===== src/rtl/mramp_codegen.sv =====
module mramp_codegen #(
  parameter int NRAMP     = 8,
  parameter int CW        = 12,
  parameter int FW        = 8,
  parameter int FINE_MID  = 64,
  parameter int MAX_SHIFT = 6
) (
  input  logic                           clk,
  input  logic                           rst_n,
  input  logic                           cfg_we,
  input  logic [$clog2(NRAMP):0]         cfg_addr,
  input  logic [CW-1:0]                  cfg_wdata,
  input  logic                           ramp_load,
  input  logic                           ramp_step,
  output logic [NRAMP*CW-1:0]            ramp_code,
  input  logic                           cal_start,
  input  logic [$clog2(MAX_SHIFT+1)-1:0] cal_shift,
  input  logic                           tst_valid,
  input  logic [FW-1:0]                  tst_fine,
  output logic [$clog2(NRAMP)-1:0]       cal_ramp,
  output logic [CW-1:0]                  cal_level,
  output logic                           cal_busy,
  output logic                           cal_done
);
  localparam int IW   = $clog2(NRAMP);
  localparam int SHW  = $clog2(MAX_SHIFT+1);
  localparam int CNTW = MAX_SHIFT + 1;
  localparam int SUMW = FW + MAX_SHIFT + 2;
  localparam int LW   = CW + FW + 3;
  localparam logic [CW-1:0] FULL = {CW{1'b1}};

  logic [CW-1:0]  start_q [NRAMP];
  logic [CW-1:0]  code_q  [NRAMP];
  logic [1:0]     sel_q   [NRAMP];
  logic [2:0]     inc_w   [NRAMP];
  logic [IW-1:0]  k_q, nk;
  logic [SHW-1:0] sh_q;
  logic [CNTW-1:0] cnt_q, cnt_last;
  logic signed [SUMW-1:0] acc_q, err, sum_nxt, half, avg;
  logic signed [SUMW:0]   cval;
  logic [CW-1:0]  corr_val;
  logic [LW-1:0]  lvl_w;
  logic           take, fire, last_pair;

  assign nk        = k_q + 1'b1;
  assign take      = cal_busy && tst_valid;
  assign cnt_last  = ({{(CNTW-1){1'b0}}, 1'b1} << sh_q) - 1'b1;
  assign fire      = take && (cnt_q == cnt_last);
  assign last_pair = (k_q == IW'(NRAMP-2));

  assign err     = $signed({{(SUMW-FW){1'b0}}, tst_fine}) - SUMW'(FINE_MID);
  assign sum_nxt = acc_q + err;
  assign half    = $signed(({{(SUMW-1){1'b0}}, 1'b1} << sh_q) >> 1);
  assign avg     = (sum_nxt + half) >>> sh_q;
  assign cval    = $signed({{(SUMW+1-CW){1'b0}}, start_q[nk]}) - {avg[SUMW-1], avg};
  assign corr_val = cval[SUMW] ? '0 : (|cval[SUMW-1:CW] ? FULL : cval[CW-1:0]);

  assign lvl_w     = LW'(start_q[k_q]) + LW'(FINE_MID) * LW'(inc_w[k_q]);
  assign cal_level = |lvl_w[LW-1:CW] ? FULL : lvl_w[CW-1:0];
  assign cal_ramp  = k_q;

  for (genvar i = 0; i < NRAMP; i++) begin : g_ramp
    logic [CW:0] stepped;
    assign inc_w[i]  = (sel_q[i] == 2'd0) ? 3'd1 : (sel_q[i] == 2'd1) ? 3'd2 : 3'd4;
    assign stepped   = {1'b0, code_q[i]} + (CW+1)'(inc_w[i]);
    assign ramp_code[i*CW +: CW] = code_q[i];

    always_ff @(posedge clk or negedge rst_n) begin
      if (!rst_n) begin
        start_q[i] <= '0;
        sel_q[i]   <= '0;
        code_q[i]  <= '0;
      end else begin
        if (cfg_we && !cfg_addr[IW] && cfg_addr[IW-1:0] == IW'(i))
          start_q[i] <= cfg_wdata;
        else if (fire && nk == IW'(i))
          start_q[i] <= corr_val;
        if (cfg_we && cfg_addr[IW] && cfg_addr[IW-1:0] == IW'(i))
          sel_q[i] <= cfg_wdata[1:0];
        if (ramp_load)
          code_q[i] <= start_q[i];
        else if (ramp_step)
          code_q[i] <= stepped[CW] ? FULL : stepped[CW-1:0];
      end
    end
  end

  always_ff @(posedge clk or negedge rst_n) begin
    if (!rst_n) begin
      cal_busy <= 1'b0;
      cal_done <= 1'b0;
      k_q      <= '0;
      sh_q     <= '0;
      cnt_q    <= '0;
      acc_q    <= '0;
    end else if (cal_start) begin
      cal_busy <= 1'b1;
      cal_done <= 1'b0;
      k_q      <= '0;
      sh_q     <= (cal_shift > SHW'(MAX_SHIFT)) ? SHW'(MAX_SHIFT) : cal_shift;
      cnt_q    <= '0;
      acc_q    <= '0;
    end else if (fire) begin
      cnt_q <= '0;
      acc_q <= '0;
      if (last_pair) begin
        cal_busy <= 1'b0;
        cal_done <= 1'b1;
      end else begin
        k_q <= nk;
      end
    end else if (take) begin
      cnt_q <= cnt_q + 1'b1;
      acc_q <= sum_nxt;
    end
  end


  done_busy_excl_chk: assert property (@(posedge clk) disable iff (!rst_n)
    !(cal_busy && cal_done));


  cal_start_chk: assert property (@(posedge clk) disable iff (!rst_n)
    cal_start |=> (cal_busy && !cal_done && cal_ramp == '0));


  load_chk: assert property (@(posedge clk) disable iff (!rst_n)
    ramp_load |=> (ramp_code[CW-1:0] == $past(start_q[0])));


  step_mono_chk: assert property (@(posedge clk) disable iff (!rst_n)
    (ramp_step && !ramp_load) |=> (ramp_code[CW-1:0] >= $past(ramp_code[CW-1:0])));


  idle_hold_chk: assert property (@(posedge clk) disable iff (!rst_n)
    (!cal_busy && !cal_start) |=> ($stable(cal_ramp) && $stable(cal_busy)));


  shift_cap_chk: assert property (@(posedge clk) disable iff (!rst_n)
    sh_q <= SHW'(MAX_SHIFT));
endmodule


===== config.mk =====
export PLATFORM = sky130hd
export DESIGN_NAME = mramp_codegen
export DESIGN_NICKNAME = d
export VERILOG_FILES = /design/src/rtl/mramp_codegen.sv
export SDC_FILE = /design/constraint.sdc
export NUM_CORES = 1
export LEC_CHECK = 0
export BUFFER_PORTS_ARGS = -buffer_cell sky130_fd_sc_hd__buf_2
export CELL_PAD_IN_SITES_DETAIL_PLACEMENT = 0
export CELL_PAD_IN_SITES_GLOBAL_PLACEMENT = 1
export CORE_MARGIN = 8
export CORE_UTILIZATION = 52
export CTS_BUF_LIST = sky130_fd_sc_hd__clkbuf_8
export CTS_CLUSTER_SIZE = 24
export DETAILED_ROUTE_END_ITERATION = 12
export HOLD_SLACK_MARGIN = 0.05
export PLACE_DENSITY = 0.95
export SLEW_MARGIN = 20
export SYNTH_ARGS = -nofsm -noshare
export SYNTH_HDL_FRONTEND = slang
export SYNTH_SLANG_ARGS = --single-unit

===== constraint.sdc =====
create_clock -name clk -period 20.7 [get_ports clk]
set_clock_uncertainty 0.05 [all_clocks]
set_input_delay 3.105 -clock clk [delete_from_list [all_inputs] [get_ports clk]]
set_output_delay 3.105 -clock clk [all_outputs]
set_load 0.1 [all_outputs]

# == After elaboration in Yosys (flattened, before gate mapping) ==
# Cells that the tools add are included.
# totals
ff_bits,239
latchBits,0
mem_bits_rw,0
rom_bits,0
in_bits,34
out_inout_bits,113
wordCells,218
memories,0
# op_classes
n_addsub,16
multipliers,0
div_mod_pow,0
magnitude_cmp,3
eq_ne,25
n_shift,3
mux,84
bitwise_logic,2
n_reduce_logical,55
# ops
op,count
$mux W12,47
$add A12 B3 Y13,8
$bmux W12 S3,2
$mux W3,22
$mux W16,3
$logic_and A1 B1 Y1,28
$eq A3 B3 Y1 const B,9
$reduce_bool A2 Y1,11
$mux W7,3
$sub A13 B16 Y17,1
$add A16 B16 Y16,1
$add A16 B9 Y16,1
$eq A2 B1 Y1 const B,8
$logic_not A2 Y1,8
$shl A1 B3 Y16 const A,1
$sshr A16 B3 Y16,1
$add A12 B9 Y13,1
$eq A3 B2 Y1 const B,4
$reduce_or A11 Y1,1
$bmux W3 S3,1
$sub A8 B7 Y9 const B,1
$ge A4 B4 Y1 const B,2
$not A3 Y4,2
$add A7 B1 Y7 const B,1
other kinds (13),21

# == Longest topological paths before layout ==
# Gate-level depths: netlist (run 1).
# depth
word_depth,11
ltp_mapped,35
mapped_depth_nobuf,32

# == Least setup slack after synthesis (run 1) ==
# Ideal clock, no wire load.
# synth_path
path_type,input port to flip-flop
start,input tst_fine[0]
end,register start_q[0] in the netlist's numbering
setup_ns,0.077
t_arrival_ns,9.137
required_ns,20.573
path_slack_ns,11.436
stages,35
n_path_buf,3
cell_sequence,ha_1 > inv_1 > fa_1 > nand2b_1 > nand2b_1 > a21oi_1 > xnor2_1 > ha_1 > o21a_1 > o31a_1 > nor2_1 > maj3_1 > nor2_1 > mux2i_1 > xor2_1 > mux2_2 > nor2_1 > a21oi_1 > a21oi_1 > ha_1 > a21o_1 > a21oi_1 > o21ai_0 > o211a_1 > o21a_1 > o21a_1 > o21a_1 > or2_2 > o21ai_4 > nor2_2 > a221o_1 > buf_2 > buf_6 > buf_6 > a21oi_1
# synth_between
elab_chain_cells,10
# synth_lines
element,line,source
"start, declared",19,"input logic [FW-1:0] tst_fine,"
$sub A8 B7 Y9 (*),51,"assign err = $signed({{(SUMW-FW){1'b0}}, tst_fine}) - SUMW'(FINE_MID);"
$add A16 B9 Y16 (*),52,assign sum_nxt = acc_q + err;
$add A16 B16 Y16 (*),54,assign avg = (sum_nxt + half) >>> sh_q;
$sshr A16 B3 Y16 (*),54,
$sub A13 B16 Y17 (*),55,"assign cval = $signed({{(SUMW+1-CW){1'b0}}, start_q[nk]}) - {avg[SUMW-1], avg};"
$reduce_or A4 Y1,56,assign corr_val = cval[SUMW] ? '0 : (|cval[SUMW-1:CW] ? FULL : cval[CW-1:0]);
$mux W12,56,
$mux W12 (*),56,
$mux W12 (*),76,else if (fire && nk == IW'(i))
$mux W12 (*),74,if (cfg_we && !cfg_addr[IW] && cfg_addr[IW-1:0] == IW'(i))
"end signal, assigned by index",75,start_q[i] <= cfg_wdata;
"end signal, assigned by index",77,start_q[i] <= corr_val;
"end, declared",32,logic [CW-1:0] start_q [NRAMP];
# Every way passes the cells marked *; elsewhere a longest branch is shown, timed or not. The select of a mux whose other input is x is not followed.
# A chain may end at the register's enable or synchronous reset.

# == Final worst setup path (run 1) ==
# layout_path
start,input tst_fine[6]
end,register start_q[46] in the netlist's numbering
# Same word-level chain as after synthesis.

==> qor.txt, run 1 <==
Logic pwr share: 61.2%
CTS tree: yes
Layout Cells excl Fill: 2826
sw frac: 57.28%
die footprint: 44390 µm²
Area Overhead vs Synth: 8.683%
initial antenna violation count: 2
number of I/O pins: 147
fmax: 0.09422 GHz
DIE WIDTH: 210.7 µm
drc violations: 0
buffer depth of the longest clock path: 3
Max transition margin: 17.69%
Post-Syn Area: 19710 µm²
internal power: 0.001497 W
total wire length: 68.79 mm
grt ovf: 0
WP data arrival: 11100 ps
Seq cells post-synth: 239
Pleak: 9.061 nW
switching power of the nets: 0.002007 W
Min-Delay Endpoint: acc_q[9]
share of power burned in registers: 25.3%
Yosys top cell area share: 30.34%
Num CTS Buffers: 46
Top FF cell, synth: dfrtp_1
via/cell ratio: 6.807
power density cells: 163.6 nW/µm²
drt pass-1 iters: 6
port bufs: 146
Tcrit/Tclk final: 51.28%
r2r endpoint: start_q[43]
H-tree depth: 2
largest net degree at the start of global routing: 100
DR iter-0 viols: 2384
Setup WS post-layout: 10090 ps
hold crit path type: register to register
number of global-route vias before repair: 18091
core area: 37490 µm²
Tmin final: 10610 ps
Die Height: 210.7 µm
sequential fraction of the synthesis area: 30.34%
post-route cell area: 21420 µm²
kind of critical path: primary input to register
pre-CTS setup slack: 9647 ps
Post-CTS Setup Bufs: 0
Register-to-Register Path Depth: 30
synth warn: 0
final setup fails: 0
share of cells above drive strength 1: 19.84%
total number of vias: 19236
CTS Hold Bufs: 0
RSZ-0062 raised after global routing: no
Synth area leader: dfrtp_1
outcome: finished clean
Root Driver: clkbuf_8
Reg2Reg Launch Point: sh_q[0]
HP Start: acc_q[9]
asr flop ratio synth: 100.0%
IR drop worst, VDD: 0.0001944 V
ranking of synthesized cells by area: dfrtp_1, mux4_2, nand2_1
maximum capacitance violations: 0
Nets: 2391
hold path cells: 2
Slew @ Worst Pin: 1235 ps
reg2reg setup slack: 12130 ps
Worst Setup Start Kind: primary input
Slew Viols, Final: 0
syn avg cell area: 8.804 µm²
first-pass GRT wire length: 106.1 mm
Synth cell types: 84
TNS Setup: 0 ps
Post-synth EDFFs: 0
gpl congestion: 0.9289
number of routed nets with antenna violations: 0
Std-Cell Rows: 71
total track usage: 30.18%
CTS Sinks: 239
latest clock arrival within the worst-skew pair: 630 ps
Worst-path clk slew: 70 ps
Clk pwr share: 13.5%
post-CTS sizing: 0
Placed Cells incl. Taps: 2745
Post-Synthesis Cells: 2239
syn nets: 2348
WL/cell: 24.34 µm
CP max FO: 71
placed cell area: 20510 µm²
Post-DP HPWL: 47.25 mm
critical path required time: 21190 ps
final hold violation count: 0
effective utilization at floorplan: 52.58%
crit path capture type: register
power groups by stage:
stage / Clock [W] / Sequential (W) / Combinational (W)
global placement: 0 / 0.000868 / 0.00203
finish: 0.000474 / 0.000888 / 0.00214
floorplan: 0 / 0.00123 / 0.00117
global route: 0.000497 / 0.000895 / 0.00227
detailed placement: 0 / 0.000873 / 0.00209
CTS: 0.000475 / 0.000867 / 0.00210
cell type report:
cell class | count | area [µm²]
Clock buffer | 56 | 770.7
Tap cell | 511 | 639.4
Clock inverter | 24 | 115.1
Antenna cell | 1 | 2.502
Sequential cell | 239 | 5983
Inverter | 47 | 176.4
Multi-Input combinational cell | 1775 | 12790
Timing Repair Buffer | 173 | 948.4
Fill cell | 3412 | 16060
state kept, by name, indices dropped and copies added (netlist names):
register	flops
sel_q	16
sh_q	3
ramp_code	96
acc_q	16
cal_ramp	3
cal_done	1
cal_busy	1
cnt_q	7
start_q	96
kinds of logic after synthesis:
group,count (synthesis),share of synthesized area (%)
muxes,144,11.30
buffers and inverters,225,5.217
DFF,239,30.34
and+or+nand+nor,876,24.16
adders and majority gates,76,5.268
xor gates and xnor gates,47,2.088
AOI/OAI and AO/OA,632,21.62
synth_stat cells, types with 9 or more instances:
cell type and number:
a2111oi_4 10, a211oi_1 9, a21o_1 20, a21oi_1 166, a22o_1 92, a22oi_1 17, a31oi_1 11, and3_1 24
buf_1 15, buf_2 20, buf_6 20, clkbuf_1 120, dfrtp_1 239, fa_1 12, ha_1 63, inv_1 44
mux2_2 58, mux2i_1 29, mux4_2 57, nand2_1 243, nand2b_1 86, nand3_1 51, nand3b_1 11, nand4_1 9
nor2_1 115, nor2b_1 24, nor3_1 122, nor3b_1 17, nor4_1 64, nor4_2 40, o21a_1 26, o21ai_0 159
o22ai_1 46, o31ai_1 17, or2_2 22, xnor2_1 23, xor2_1 24
per-layer routing:
layer,vias up,part of all wire [%],GRT usage [%]
li1,8474,-,-
met3,232,12,8.442
met4,2,5.7,15.78
met2,1200,44,45.48
met5,-,0.019,0
met1,9328,38,39.24
placed cells by master (no fill, tap or decap), types with 26 or more instances in the layout:
cell      instances
a21oi_1         163
a22o_1           92
buf_2           143
buf_4            29
clkbuf_8         56
dfrtp_1         237
ha_1             63
inv_1            57
mux2_2           58
mux2i_1          29
mux4_2           57
nand2_1         243
nand2b_1         86
nand3_1          51
nor2_1          115
nor3_1          119
nor4_1           64
nor4_2           40
o21a_1           26
o21ai_0         159
o22ai_1          46
critical path, stage by stage:
cell and delay [ps]:
buf_2 90, inv_1 130, ha_1 580, ha_1 480, nand3_1 120, a221oi_1 340
a21o_1 180, o221ai_2 140, or4_4 580, a2111oi_4 520, mux2i_1 350, and3_1 330
nor2_1 60, a21oi_1 180, a21oi_1 100, ha_1 270, or3_1 400, o211a_1 230
o21a_1 180, o21a_1 190, o21a_1 210, or2_2 340, nor2_1 110, o31a_2 530
buf_4 890, nor4_1 130, a21oi_1 230
worst max path at each step:
stage | startpoint | to | slack (ps) | cells past startpoint
after global routing | tst_fine[6] | start_q[44] | 9640 | 26
after floorplan | tst_fine[0] | start_q[0] | 11440 | 35
after global placement | tst_fine[6] | start_q[34] | 9790 | 27
final | tst_fine[6] | start_q[46] | 10090 | 27
after CTS | tst_fine[6] | start_q[43] | 10230 | 27
after detailed placement | tst_fine[6] | start_q[43] | 9650 | 27
stage by stage:
step	total power (W)	utilization (%)	hold slack, ps
2_1_floorplan	0.002407	-	403.8
3_3_place_gp	0.002902	54.67	425.0
3_5_place_dp	0.002960	54.70	441.9
4_1_cts	0.003440	57.07	462.9
5_1_grt	0.003659	57.15	495.7
6_report	0.003504	57.15	451.6
Power figures use the tool's default switching activity.
==> run 2, diff against run 1 <==
- CORE_UTILIZATION: 52 -> 44
- PLACE_DENSITY: 0.95 -> 0.91
- clock period: 20.7 -> 9.05 ns (I/O delays scaled with it)
==> qor.txt, run 2 (synthesis gave the netlist of run 1 again) <==
Buf/Inv on CP: 3
Most common cell on crit path: a21oi_1
number of I/O pins: 147
core area: 44220 µm²
total number of vias: 19283
Max transition margin: 12.49%
port bufs: 146
number of routed nets with antenna violations: 0
pre-CTS setup slack: 467.6 ps
WP data arrival: 8580 ps
fmax: 0.1233 GHz
drt pass-1 iters: 6
total track usage: 26.19%
largest net degree at the start of global routing: 144
Final Power: 0.008141 W
Std-Cell Rows: 77
Post-DP HPWL: 48.10 mm
Die Height: 227.7 µm
grt ovf: 0
Clk pwr share: 14.8%
number of global-route vias before repair: 18369
Tcrit/Tclk final: 89.59%
share of power burned in registers: 25.0%
Reg2Reg Launch Point: sh_q[1]
drc violations: 0
r2r endpoint: start_q[42]
Worst path top cell family by delay: compound AO/OA/AOI/OAI gates
HP Start: cal_done
Layout Cells excl Fill: 2922
CP max FO: 32
hold path cells: 2
commonest cells after routing, fill and taps aside: nand2_1, dfrtp_1, a21oi_1
CTS Hold Bufs: 0
Worst-path clk slew: 60 ps
latest clock arrival within the worst-skew pair: 670 ps
CP Depth: 31
maximum capacitance violations: 0
CTS Sinks: 239
CP max-delay cell: nor3_1
WL/cell: 23.94 µm
kind of critical path: primary input to register
hold crit path type: register to register
Worst Setup Start Kind: primary input
Tmin final: 8108 ps
most common cell after layout, fill and taps aside: nand2_1
DR iter-0 viols: 2429
RSZ-0062 raised after global routing: no
via/cell ratio: 6.599
fill cell count: 4160
Register-to-Register Path Depth: 26
CTS tree: yes
share of cells above drive strength 1: 20.52%
Min-Delay Endpoint: cal_done
Placed Cells incl. Taps: 2831
buffer depth of the longest clock path: 3
Nets: 2397
effective utilization at floorplan: 44.58%
crit path capture type: register
Slew @ Worst Pin: 1308 ps
Setup WS post-layout: 941.7 ps
gpl congestion: 0.9332
Root Driver: clkbuf_8
die footprint: 51830 µm²
DIE WIDTH: 227.7 µm
switching power of the nets: 0.004608 W
final setup fails: 0
outcome: finished clean
Num CTS Buffers: 47
Pleak: 9.155 nW
Post-CTS Setup Bufs: 0
Area Overhead vs Synth: 10.52%
TNS Setup: 0 ps
post-CTS sizing: 0
first-pass GRT wire length: 107.3 mm
IR drop worst, VDD: 0.0003538 V
power density cells: 373.7 nW/µm²
Core Util, Final: 49.27%
Slew Viols, Final: 0
total wire length: 69.95 mm
final hold violation count: 0
internal power: 0.003533 W
initial antenna violation count: 5
CP max stage delay: 710 ps
H-tree depth: 2
reg2reg setup slack: 1210 ps
critical path required time: 9520 ps
Logic pwr share: 60.2%
sw frac: 56.61%
run 2: worst max-delay path by stage:
stage                startpoint           to  slack [ps]
floorplan           cal_ramp[0]   start_q[0]        1320
global placement    tst_fine[0]  start_q[26]         710
detailed placement  tst_fine[0]  start_q[42]         470
CTS                 tst_fine[0]  start_q[42]        1110
global route        tst_fine[0]  start_q[47]         460
finish              tst_fine[0]  start_q[42]         940
run 2: per-layer routing:
layer / up-vias / wire length (µm) / GRT usage (%)
li1: 8482 / - / -
met1: 9280 / 25910 / 32.12
met2: 1220 / 30660 / 39.73
met3: 297 / 8727 / 9.597
met4: 4 / 4586 / 14.42
met5: - / 55 / 0
run 2: per-stage QoR:
stage | hold slack [ps] | area [µm²]
2_1_floorplan | 403.8 | 19710
3_3_place_gp | 446.1 | 20720
3_5_place_dp | 448.8 | 20730
4_1_cts | 466.0 | 21740
5_1_grt | 485.8 | 21780
6_report | 459.6 | 21790
run 2: area by class of cell:
| cell class | instances | area [µm²] | area share (%) |
|---|---|---|---|
| inverters | 47 | 176.4 | 0.8098 |
| diodes | 5 | 12.51 | 0.05743 |
| flip-flops and latches | 239 | 5982 | 27.46 |
| clock buffers | 58 | 798.3 | 3.664 |
| multi-input cells | 1775 | 12790 | 58.71 |
| repair buffers | 178 | 1074 | 4.928 |
| clock inverters | 28 | 212.7 | 0.9763 |
| well taps | 592 | 740.7 | 3.400 |
run 2: tightest hold or removal path, delay by kind of cell, from the launching register on:
family	cells	cell delay (ps)
AOI/OAI and AO/OA	1	50
DFF	1	370
buffers and inverters	1	50
run 2: power by group through the flow:
stage | registers [W] | logic [W] | clock network, W
floorplan | 0.00282 | 0.00268 | 0
global placement | 0.00198 | 0.00467 | 0
detailed placement | 0.00200 | 0.00480 | 0
CTS | 0.00198 | 0.00482 | 0.00122
global route | 0.00204 | 0.00520 | 0.00127
finish | 0.00203 | 0.00490 | 0.00121
